$ cat config.mk
export PLATFORM = sky130hd
export DESIGN_NAME = dram_mux_ctrl
export DESIGN_NICKNAME = d
export VERILOG_FILES = /design/src/rtl/dram_pkg.sv /design/src/rtl/dram_area_map.sv /design/src/rtl/dram_addr_split.sv /design/src/rtl/dram_page_seq.sv /design/src/rtl/dram_mux_ctrl.sv
export SDC_FILE = /design/constraint.sdc
export NUM_CORES = 1
export LEC_CHECK = 0
export BUFFER_PORTS_ARGS = -buffer_cell sky130_fd_sc_hd__buf_2
export CORE_ASPECT_RATIO = 0.6
export CORE_MARGIN = 10
export CORE_UTILIZATION = 50
export DETAILED_ROUTE_END_ITERATION = 10
export GPL_ROUTABILITY_DRIVEN = 0
export PLACE_DENSITY = 0.77
export SYNTH_ARGS = -nofsm -noshare
export SYNTH_HDL_FRONTEND = slang
export SYNTH_SLANG_ARGS = --single-unit
$ cat constraint.sdc
create_clock -name clk -period 3.4 [get_ports clk]
set_input_delay 0.51 -clock clk [delete_from_list [all_inputs] [get_ports clk]]
set_output_delay 0.51 -clock clk [all_outputs]
set_load 0.02 [all_outputs]
$ cat src/rtl/dram_pkg.sv
package dram_pkg;

  typedef enum logic [2:0] {
    ST_IDLE,
    ST_ROW,
    ST_COL,
    ST_RDY,
    ST_PAGE,
    ST_PRE
  } seq_state_t;

  localparam logic [2:0] MAP_NONE = 3'b000;
  localparam logic [2:0] MAP_ONE  = 3'b001;
  localparam logic [2:0] MAP_TWO  = 3'b010;
  localparam logic [2:0] MAP_CONT = 3'b011;

  localparam int FIRST_DRAM_AREA = 2;
  localparam int AREA_BITS       = 3;

endpackage

$ cat src/rtl/dram_area_map.sv
module dram_area_map
  import dram_pkg::*;
#(
  parameter int N_SLOT = 4,
  parameter int WAIT_W = 2
) (
  input  logic [2:0]               map_sel,
  input  logic                     shift_bad,
  input  logic [AREA_BITS-1:0]     area,
  input  logic [N_SLOT*WAIT_W-1:0] wait_cfg,
  output logic                     dram_hit,
  output logic [$clog2(N_SLOT)-1:0] slot,
  output logic [WAIT_W-1:0]        wait_n
);
  localparam int SLOT_W = $clog2(N_SLOT);

  logic [N_SLOT-1:0] slot_en;
  logic [N_SLOT-1:0] area_sel;
  logic [SLOT_W-1:0] area_slot;

  generate
    for (genvar k = 0; k < N_SLOT; k++) begin : g_slot
      assign slot_en[k]  = (map_sel == MAP_CONT) ||
                           (map_sel == MAP_ONE && k < 1) ||
                           (map_sel == MAP_TWO && k < 2);
      assign area_sel[k] = (area == AREA_BITS'(FIRST_DRAM_AREA + k));
    end
  endgenerate

  always_comb begin
    area_slot = '0;
    for (int k = 0; k < N_SLOT; k++) begin
      if (area_sel[k]) area_slot = SLOT_W'(k);
    end
    dram_hit = !shift_bad && |(slot_en & area_sel);
    slot     = (map_sel == MAP_CONT) ? '0 : area_slot;
    wait_n   = wait_cfg[slot*WAIT_W +: WAIT_W];
  end

endmodule

$ cat src/rtl/dram_addr_split.sv
module dram_addr_split #(
  parameter int ADDR_W     = 24,
  parameter int MA_W       = 12,
  parameter int SHIFT_BASE = 8,
  parameter int N_SHIFT    = 4
) (
  input  logic [ADDR_W-1:0]          addr,
  input  logic [$clog2(N_SHIFT)-1:0] shift_sel,
  output logic [ADDR_W-1:0]          row_key,
  output logic [MA_W-1:0]            row_addr,
  output logic [MA_W-1:0]            col_addr
);
  logic [ADDR_W-1:0] shifted [N_SHIFT];
  logic [MA_W-1:0]   masks   [N_SHIFT];

  generate
    for (genvar j = 0; j < N_SHIFT; j++) begin : g_shift
      assign shifted[j] = addr >> (SHIFT_BASE + j);
      assign masks[j]   = MA_W'((64'd1 << (SHIFT_BASE + j)) - 64'd1);
    end
  endgenerate

  always_comb begin
    row_key  = shifted[shift_sel];
    row_addr = row_key[MA_W-1:0];
    col_addr = addr[MA_W-1:0] & masks[shift_sel];
  end

endmodule

$ cat src/rtl/dram_page_seq.sv
module dram_page_seq
  import dram_pkg::*;
#(
  parameter int ADDR_W = 24,
  parameter int MA_W   = 12,
  parameter int N_SLOT = 4,
  parameter int WAIT_W = 2
) (
  input  logic                      clk,
  input  logic                      rst,
  input  logic                      req,
  input  logic                      dram_hit,
  input  logic [$clog2(N_SLOT)-1:0] slot,
  input  logic [ADDR_W-1:0]         row_key,
  input  logic [MA_W-1:0]           row_addr,
  input  logic [MA_W-1:0]           col_addr,
  input  logic [WAIT_W-1:0]         wait_n,
  output logic [N_SLOT-1:0]         ras_n,
  output logic                      cas_n,
  output logic [MA_W-1:0]           ma,
  output logic                      rdy
);
  localparam int SLOT_W = $clog2(N_SLOT);

  seq_state_t        state;
  logic [WAIT_W-1:0] wcnt;
  logic [SLOT_W-1:0] open_slot;
  logic [ADDR_W-1:0] open_row;
  logic              page_hit;

  assign page_hit = req && dram_hit && (slot == open_slot) && (row_key == open_row);

  always_ff @(posedge clk) begin
    if (rst) begin
      state     <= ST_IDLE;
      ras_n     <= '1;
      cas_n     <= 1'b1;
      ma        <= '0;
      rdy       <= 1'b0;
      wcnt      <= '0;
      open_slot <= '0;
      open_row  <= '0;
    end else begin
      rdy <= 1'b0;
      case (state)
        ST_IDLE: begin
          if (req && dram_hit) begin
            state     <= ST_ROW;
            ras_n     <= ~(N_SLOT'(1) << slot);
            ma        <= row_addr;
            open_slot <= slot;
            open_row  <= row_key;
            wcnt      <= wait_n;
          end
        end
        ST_ROW: begin
          state <= ST_COL;
          cas_n <= 1'b0;
          ma    <= col_addr;
        end
        ST_COL: begin
          if (wcnt == '0) begin
            state <= ST_RDY;
            cas_n <= 1'b1;
            rdy   <= 1'b1;
          end else begin
            wcnt <= wcnt - 1'b1;
          end
        end
        ST_RDY: state <= ST_PAGE;
        ST_PAGE: begin
          if (page_hit) begin
            state <= ST_COL;
            cas_n <= 1'b0;
            ma    <= col_addr;
            wcnt  <= wait_n;
          end else begin
            state <= ST_PRE;
            ras_n <= '1;
          end
        end
        ST_PRE:  state <= ST_IDLE;
        default: state <= ST_IDLE;
      endcase
    end
  end

  AST_RAS_ONE_AT_A_TIME: assert property (@(posedge clk) disable iff (rst)
    $onehot0(~ras_n));

  AST_RDY_SINGLE_PULSE: assert property (@(posedge clk) disable iff (rst)
    rdy |=> !rdy);

  AST_RDY_CAS_HIGH_RAS_LOW: assert property (@(posedge clk) disable iff (rst)
    rdy |-> (cas_n && ras_n != '1));

  AST_CAS_AFTER_ROW: assert property (@(posedge clk) disable iff (rst)
    $fell(cas_n) |-> ($past(ras_n) != '1));

  AST_CAS_NEEDS_RAS: assert property (@(posedge clk) disable iff (rst)
    !cas_n |-> (ras_n != '1));

  AST_PRECHARGE_MIN: assert property (@(posedge clk) disable iff (rst)
    (ras_n == '1 && $past(ras_n) != '1) |=> (ras_n == '1));

endmodule

$ cat src/rtl/dram_mux_ctrl.sv
module dram_mux_ctrl
  import dram_pkg::*;
#(
  parameter int ADDR_W     = 24,
  parameter int MA_W       = 12,
  parameter int WAIT_W     = 2,
  parameter int N_SLOT     = 4,
  parameter int SHIFT_BASE = 8
) (
  input  logic                     clk,
  input  logic                     rst,
  input  logic                     req,
  input  logic [ADDR_W-1:0]        addr,
  input  logic [2:0]               map_sel,
  input  logic [2:0]               shift_sel,
  input  logic [N_SLOT*WAIT_W-1:0] wait_cfg,
  output logic [N_SLOT-1:0]        ras_n,
  output logic                     cas_n,
  output logic [MA_W-1:0]          dram_addr,
  output logic                     rdy,
  output logic                     cfg_err
);
  localparam int SLOT_W = $clog2(N_SLOT);

  logic                 dram_hit;
  logic [SLOT_W-1:0]    slot;
  logic [WAIT_W-1:0]    wait_n;
  logic [ADDR_W-1:0]    row_key;
  logic [MA_W-1:0]      row_addr;
  logic [MA_W-1:0]      col_addr;
  logic [AREA_BITS-1:0] area;

  assign area = addr[ADDR_W-1 -: AREA_BITS];

  dram_area_map #(.N_SLOT(N_SLOT), .WAIT_W(WAIT_W)) u_map (
    .map_sel  (map_sel),
    .shift_bad(shift_sel[2]),
    .area     (area),
    .wait_cfg (wait_cfg),
    .dram_hit (dram_hit),
    .slot     (slot),
    .wait_n   (wait_n)
  );

  dram_addr_split #(.ADDR_W(ADDR_W), .MA_W(MA_W), .SHIFT_BASE(SHIFT_BASE), .N_SHIFT(4)) u_split (
    .addr     (addr),
    .shift_sel(shift_sel[1:0]),
    .row_key  (row_key),
    .row_addr (row_addr),
    .col_addr (col_addr)
  );

  dram_page_seq #(.ADDR_W(ADDR_W), .MA_W(MA_W), .N_SLOT(N_SLOT), .WAIT_W(WAIT_W)) u_seq (
    .clk     (clk),
    .rst     (rst),
    .req     (req),
    .dram_hit(dram_hit),
    .slot    (slot),
    .row_key (row_key),
    .row_addr(row_addr),
    .col_addr(col_addr),
    .wait_n  (wait_n),
    .ras_n   (ras_n),
    .cas_n   (cas_n),
    .ma      (dram_addr),
    .rdy     (rdy)
  );

  always_ff @(posedge clk) begin
    if (rst) cfg_err <= 1'b0;
    else     cfg_err <= shift_sel[2];
  end

  AST_CFG_ERR_FLAG: assert property (@(posedge clk) disable iff (rst)
    shift_sel[2] |=> cfg_err);

  AST_RESERVED_NO_RAS: assert property (@(posedge clk) disable iff (rst)
    (req && map_sel[2] && ras_n == '1) |=> (ras_n == '1));

  AST_CONT_SINGLE_RAS: assert property (@(posedge clk) disable iff (rst)
    (map_sel == MAP_CONT) |-> (ras_n[N_SLOT-1:1] == '1));

  AST_FOREIGN_AREA_IDLE: assert property (@(posedge clk) disable iff (rst)
    (req && (area < AREA_BITS'(FIRST_DRAM_AREA) || area >= AREA_BITS'(FIRST_DRAM_AREA + N_SLOT))
     && ras_n == '1) |=> (ras_n == '1));

endmodule

==> results of run 1 <==
==> cell usage in the layout (no fill, tap or decap), types with 2 or more instances in the layout <==
cell type  netlist  routed
a21oi_1         24      24
a22oi_1          2       2
dfxtp_1         42      42
nor3b_1          2       2
buf_4            3      20
nor4_1           2       2
mux2_2          13      13
or4_1            3       3
o22ai_1          3       3
buf_2            2      59
o21bai_1         2       2
and3_1           2       2
nor3_1           6       5
a22o_1           2       2
inv_1           18      18
nand2_1         35      35
mux2i_1         11      11
a211oi_2        17      17
nand3b_1         3       3
nand4_1          5       5
nand3_1          5       5
nor2_1          30      30
o21ai_0         13      13
nand2b_1         7       7
a21o_1           4       4
xor2_1           4       4
o211ai_1         2       2
or4_4            2       2
clkbuf_8         0       5
a211oi_1         7       7
a2111o_1         3       3
mux4_2          11      11
xnor2_1         11      11
nor2b_1          7       7
nand4b_1         2       2
o21a_1           4       4
==> logic make-up after synthesis <==
| family | count (synthesis) |
|---|---|
| simple gates | 117 |
| mux | 35 |
| flops | 42 |
| fa+ha+maj | 1 |
| buf+inv | 43 |
| xor+xnor | 15 |
| compound gates | 90 |
==> through the flow <==
step	total power [mW]	setup WS, ns	cell area [um2]	TNS [ns]
after floorplan	0.9128	0.2213	2963	0
after global placement	1.048	0.01656	3411	0
after detailed placement	1.060	-0.04365	3411	-0.1296
after CTS	1.465	0.2626	3523	0
after global routing	1.542	0.04326	3523	0
final	1.461	0.2311	3523	0
==> per-layer routing <==
layer / routed length, um / track usage [%] / vias up
li1: - / - / 1371
met1: 3964 / 24.19 / 1348
met2: 3421 / 25.03 / 123
met3: 889 / 7.345 / 8
met4: 65 / 2.638 / 0
met5: 0 / 0 / -
==> power groups by stage <==
stage	Combinational (mW)	Sequential (mW)	Clock (mW)
after floorplan	0.311	0.602	0
after global placement	0.459	0.589	0
after detailed placement	0.469	0.591	0
after CTS	0.471	0.579	0.414
after global routing	0.519	0.588	0.434
final	0.473	0.581	0.407
==> registers in the layout (all words and copies together), names as in the netlist <==
signal,count
u_seq.open_row,16
u_seq.wcnt,2
u_seq.open_slot,2
u_seq.cas_n,1
u_seq.rdy,1
cfg_err,1
u_seq.state,3
u_seq.ma,12
u_seq.ras_n,4
==> cell type report <==
type,instances,area [um2]
Inverter,18,67.56
Tap cell,80,100.1
Sequential cell,42,840.8
Clock buffer,5,68.82
Fill cell,487,2126
Multi-Input combinational cell,258,1937
Clock inverter,3,43.79
Timing Repair Buffer,80,465.4
==> critical path, cell delays in order <==
cell and delay, ns:
buf_2 0.12, buf_12 0.19, mux4_2 0.57, xnor2_1 0.21
nand4_1 0.10, or4_1 0.45, or4_4 0.54, buf_4 0.21
a211oi_1 0.32, a211oi_2 0.07
==> final timing paths <==
kind         slack, ns        endpoint               from  cells past startpoint
min reg2reg       0.45  u_seq.ras_n[3]     u_seq.ras_n[3]                      1
max               0.23     u_seq.ma[0]       shift_sel[0]                     10
max reg2reg       0.52     u_seq.ma[0]  u_seq.open_row[8]                      8
min               0.45  u_seq.ras_n[3]     u_seq.ras_n[3]                      1
==> results.json, run 1 <==
{
  "cts.sinks": 42,
  "synth.net_count": 385,
  "ant_nets": 0,
  "finalCriticalPeriod_ns": 3.169,
  "core_um2": 5649,
  "p_clk_share_pct": 27.9,
  "dieArea_um2": 9506,
  "synth_cell_types": 52,
  "clk-insertion-delay-late_ns": 0.29,
  "ys_seq_elements": 42,
  "cts_tree": "done",
  "fin_skew_ns": 0.008111,
  "wl_um": 8341,
  "startpoint_type": "primary input",
  "track_usage_pct": 17.47,
  "arrival_ns": 3.31,
  "max_freq_mhz": 315.6,
  "tightest_slew_ns": 1.207,
  "worstSetupEndpointType": "flip-flop",
  "synth_compound_area_share_pct": 23.18,
  "netlist.area_leader.share_pct": 28.38,
  "synth.most_common_cell": "dfxtp_1",
  "synthMuxAreaShare_pct": 17.02,
  "vdd_drop_max_mv": 0.2875,
  "synth_fa_ha_area_share_pct": 0.4223,
  "fp.dieW_um": 119.4,
  "clk_pin_slew_ns": 0.09,
  "power_switching_uw": 503.8,
  "worstHoldPathType": "flip-flop to flip-flop",
  "critical_path_class": "primary input to flip-flop",
  "drt-wirelength-per-cell_um": 17.16,
  "finalCritPeriodShare_pct": 93.20,
  "slew_viol_final": 0,
  "syn_inst": 343,
  "cap_viol_max_count": 0,
  "rsz0062_at_grt": "no",
  "hold_viol": 0,
  "final_util_pct": 62.37,
  "pwr-share-seq_pct": 39.7,
  "outcome": "finished clean",
  "gr-total-overflow": 0,
  "die_y_um": 79.63,
  "n_antenna_cell": 0,
  "postSynthAreaPerCell_um2": 8.638,
  "place_inst": 478,
  "synth_xor_area_share_pct": 4.434,
  "synth_top_family_by_area": "compound AO/OA/AOI/OAI gates",
  "cp_max_fo": 29,
  "leakage_nw": 1.356,
  "synth_top_cell_by_area": "dfxtp_1",
  "p_int_uw": 957.3,
  "dp.final_hpwl_um": 6522,
  "synth_area_um2": 2963,
  "grt_pass1_vias": 2838,
  "cp.required_ns": 3.55,
  "synth_area_leaders": "dfxtp_1 (28%), mux4_2 (8.4%), a211oi_2 (7.2%)",
  "setup_viol_count_final": 0,
  "synthArstFlopShare_pct": 0,
  "vias": 2850,
  "first_pass_iters": 5,
  "yosys.area_share.simple_pct": 20.14,
  "synth_edf_count": 0,
  "yosys_warnings": 0,
  "drt-initial-drc-count": 148,
  "cts-root-buf": "clkbuf_8",
  "final_cell_count_no_fill": 486,
  "drcViolationCount": 0,
  "io_pins": 60,
  "antenna_found_initial": 0,
  "grt_max_degree": 43,
  "fp-row-count": 21,
  "cts.hold.buffers_added": 0,
  "numCtsBuffers": 5,
  "start_util_pct": 52.45,
  "avgViaCountPerCell": 5.864,
  "ys.flop_type": "dfxtp_1",
  "place.port_buffers": 59,
  "synthTopCellsByCount": "dfxtp_1 (42), nand2_1 (35), nor2_1 (30)",
  "drive_above_1_share_pct": 33.00,
  "pwr-share-comb_pct": 32.4,
  "sw_frac_of_total_pct": 34.48,
  "worst_hold_slack_ns": 0.4500,
  "cts_setup_buffers": 0,
  "relSlewSlack_pct": 19.35,
  "cts_resized": 0,
  "synth-seq-area-share_pct": 28.38,
  "cts_buffer_depth": 2,
  "ctsHtreeMaxLevel": 2,
  "area_delta_synth_final_pct": 18.92,
  "power_density_nw_per_um2": 414.7,
  "grt_pass1_wl_um": 14020,
  "nNetsFinal": 447
}
Note: power is estimated with default switching activity, not from simulation.
==> run 2: changes to the inputs <==
--- a/config.mk
+++ b/config.mk
@@ -5,13 +5,13 @@
 export SDC_FILE = /design/constraint.sdc
 export NUM_CORES = 1
 export LEC_CHECK = 0
-export BUFFER_PORTS_ARGS = -buffer_cell sky130_fd_sc_hd__buf_2
 export CORE_ASPECT_RATIO = 0.6
 export CORE_MARGIN = 10
-export CORE_UTILIZATION = 50
+export CORE_UTILIZATION = 58
 export DETAILED_ROUTE_END_ITERATION = 10
+export DONT_BUFFER_PORTS = 1
 export GPL_ROUTABILITY_DRIVEN = 0
-export PLACE_DENSITY = 0.77
+export PLACE_DENSITY = 0.76
 export SYNTH_ARGS = -nofsm -noshare
 export SYNTH_HDL_FRONTEND = slang
 export SYNTH_SLANG_ARGS = --single-unit
==> run 2 against run 1 <==
  * Via count shrank 11%
  * Power fell by 11%
  * Largest power group unchanged
  * Wire length is 7.2% lower
  * Critical path depth shrank 3
  * Flip-flop and latch count stayed put
  * Sequential power grew 4.1%
  * Clock skew shrank 0.0026 ns
  * Highest routed layer unchanged
  * Register-to-register slack better by 0.02 ns
  * Clock-buffer cell count unchanged
  * Critical path type unchanged
==> results.json, run 2 (synthesis gave the netlist of run 1 again) <==
{
  "rsz0062_at_grt": "no",
  "final_common_cell": "dfxtp_1",
  "nNetsFinal": 376,
  "seq_area_um2": 840.8,
  "finalCritPeriodShare_pct": 89.02,
  "setup_tns_ns": 0,
  "hold_depth": 1,
  "ctsHtreeMaxLevel": 2,
  "max_freq_mhz": 330.4,
  "clk_pin_slew_ns": 0.09,
  "worstSetupEndpointType": "flip-flop",
  "cts_setup_buffers": 0,
  "dp.final_hpwl_um": 5919,
  "relSlewSlack_pct": 63.14,
  "worstHoldPathType": "primary input to flip-flop",
  "setup_viol_count_final": 0,
  "reg_top3": "u_seq.open_row x16, u_seq.ma x12, u_seq.ras_n x4",
  "cts.sinks": 42,
  "clk-insertion-delay-late_ns": 0.31,
  "track_usage_pct": 18.49,
  "regMostFlops": "u_seq.open_row",
  "core_um2": 5005,
  "start_util_pct": 59.20,
  "grt_max_degree": 43,
  "slew_viol_final": 0,
  "grt_pass1_wl_um": 12610,
  "cts-root-buf": "clkbuf_8",
  "io_pins": 60,
  "die_y_um": 75.36,
  "power_density_nw_per_um2": 419.9,
  "ant_nets": 0,
  "avgViaCountPerCell": 6.332,
  "place.port_buffers": 0,
  "wl_um": 7743,
  "vdd_drop_max_mv": 0.1897,
  "cp_max_fo": 30,
  "arrival_ns": 3.26,
  "fin_skew_ns": 0.005557,
  "finalPower_mw": 1.296,
  "leakage_nw": 1.037,
  "dieArea_um2": 8461,
  "grt_pass1_vias": 2393,
  "crit_chain": "mux4_2, xor2_1, a2111o_1, or4_1, or4_4, a21o_1, a211oi_1",
  "largest_reg_flops": 16,
  "fp.dieW_um": 112.3,
  "hold_viol": 0,
  "n_antenna_cell": 0,
  "cts.hold.buffers_added": 0,
  "finalCriticalPeriod_ns": 3.027,
  "cts_resized": 0,
  "fill_cells": 460,
  "cts_buffer_depth": 2,
  "cp_slowest_cell": "mux4_2",
  "drt-initial-drc-count": 191,
  "antenna_found_initial": 0,
  "fp-row-count": 20,
  "drt-wirelength-per-cell_um": 19.31,
  "tightest_slew_ns": 0.5529,
  "drcViolationCount": 0,
  "numCtsBuffers": 5,
  "startpoint_type": "primary input",
  "area_delta_synth_final_pct": 4.139,
  "layout_common_cells": "dfxtp_1 (42), nand2_1 (35), nor2_1 (30)",
  "cap_viol_max_count": 0,
  "cts_tree": "done",
  "fin_area_um2": 3085,
  "critPathMaxStageDelay_ns": 0.54,
  "place_area_um2": 2995,
  "cp.required_ns": 3.63,
  "vias": 2539,
  "gr-total-overflow": 0,
  "first_pass_iters": 4,
  "critical_path_class": "primary input to flip-flop",
  "multi_input_area_um2": 1937,
  "drive_above_1_share_pct": 18.81,
  "outcome": "finished clean",
  "worst_r2r_path_depth": 7
}
[run 2: layer usage]
metal  vias to the layer above  GRT usage (%)  wire length [um]
li1                       1223              -                 -
met1                      1200          25.36              3565
met2                       108          26.49              3271
met3                         8          6.997               832
met4                         0          4.902                74
met5                         -              0                 0
[run 2: worst paths after layout]
| check | endpoint | slack (ns) | startpoint |
|---|---|---|---|
| hold / removal | u_seq.ma[11] | 0.27 | rst |
| setup / recovery | u_seq.ma[9] | 0.37 | shift_sel[0] |
| setup reg to reg | u_seq.ma[9] | 0.54 | u_seq.open_row[8] |
| hold reg to reg | u_seq.open_row[12] | 0.47 | u_seq.open_row[12] |
[run 2: power breakdown]
part	switching, mW	total (mW)	internal, mW
Clock	0.196	0.341	0.145
Sequential	0.0730	0.605	0.532
Combinational	0.191	0.350	0.159
Total	0.460	1.30	0.836
[run 2: stage by stage]
step	util (%)	hold WS [ns]	std cells	worst slack, ns
final	61.65	0.2669	401	0.3735
after global routing	61.65	0.2436	401	0.2765
after CTS	61.65	0.2507	401	0.3867
after detailed placement	59.85	0.4560	393	0.06217
after global placement	59.85	0.4490	393	0.1425
after floorplan	-	0.4467	343	0.2213
[run 2: final cells by class]
class	count	share of cell area, %
flip-flops and latches	42	27.25
repair buffers	9	2.190
clock inverters	3	0.6894
multi-input cells	258	62.77
well taps	66	2.676
clock buffers	5	2.230
inverters	18	2.190
[run 2: worst max-delay path, delay by kind of cell]
kind,cells,cell delay [ns]
AND/OR/NAND/NOR,2,1.05
XOR/XNOR,1,0.18
AO/OA/AOI/OAI,3,0.97
multiplexers,1,0.54
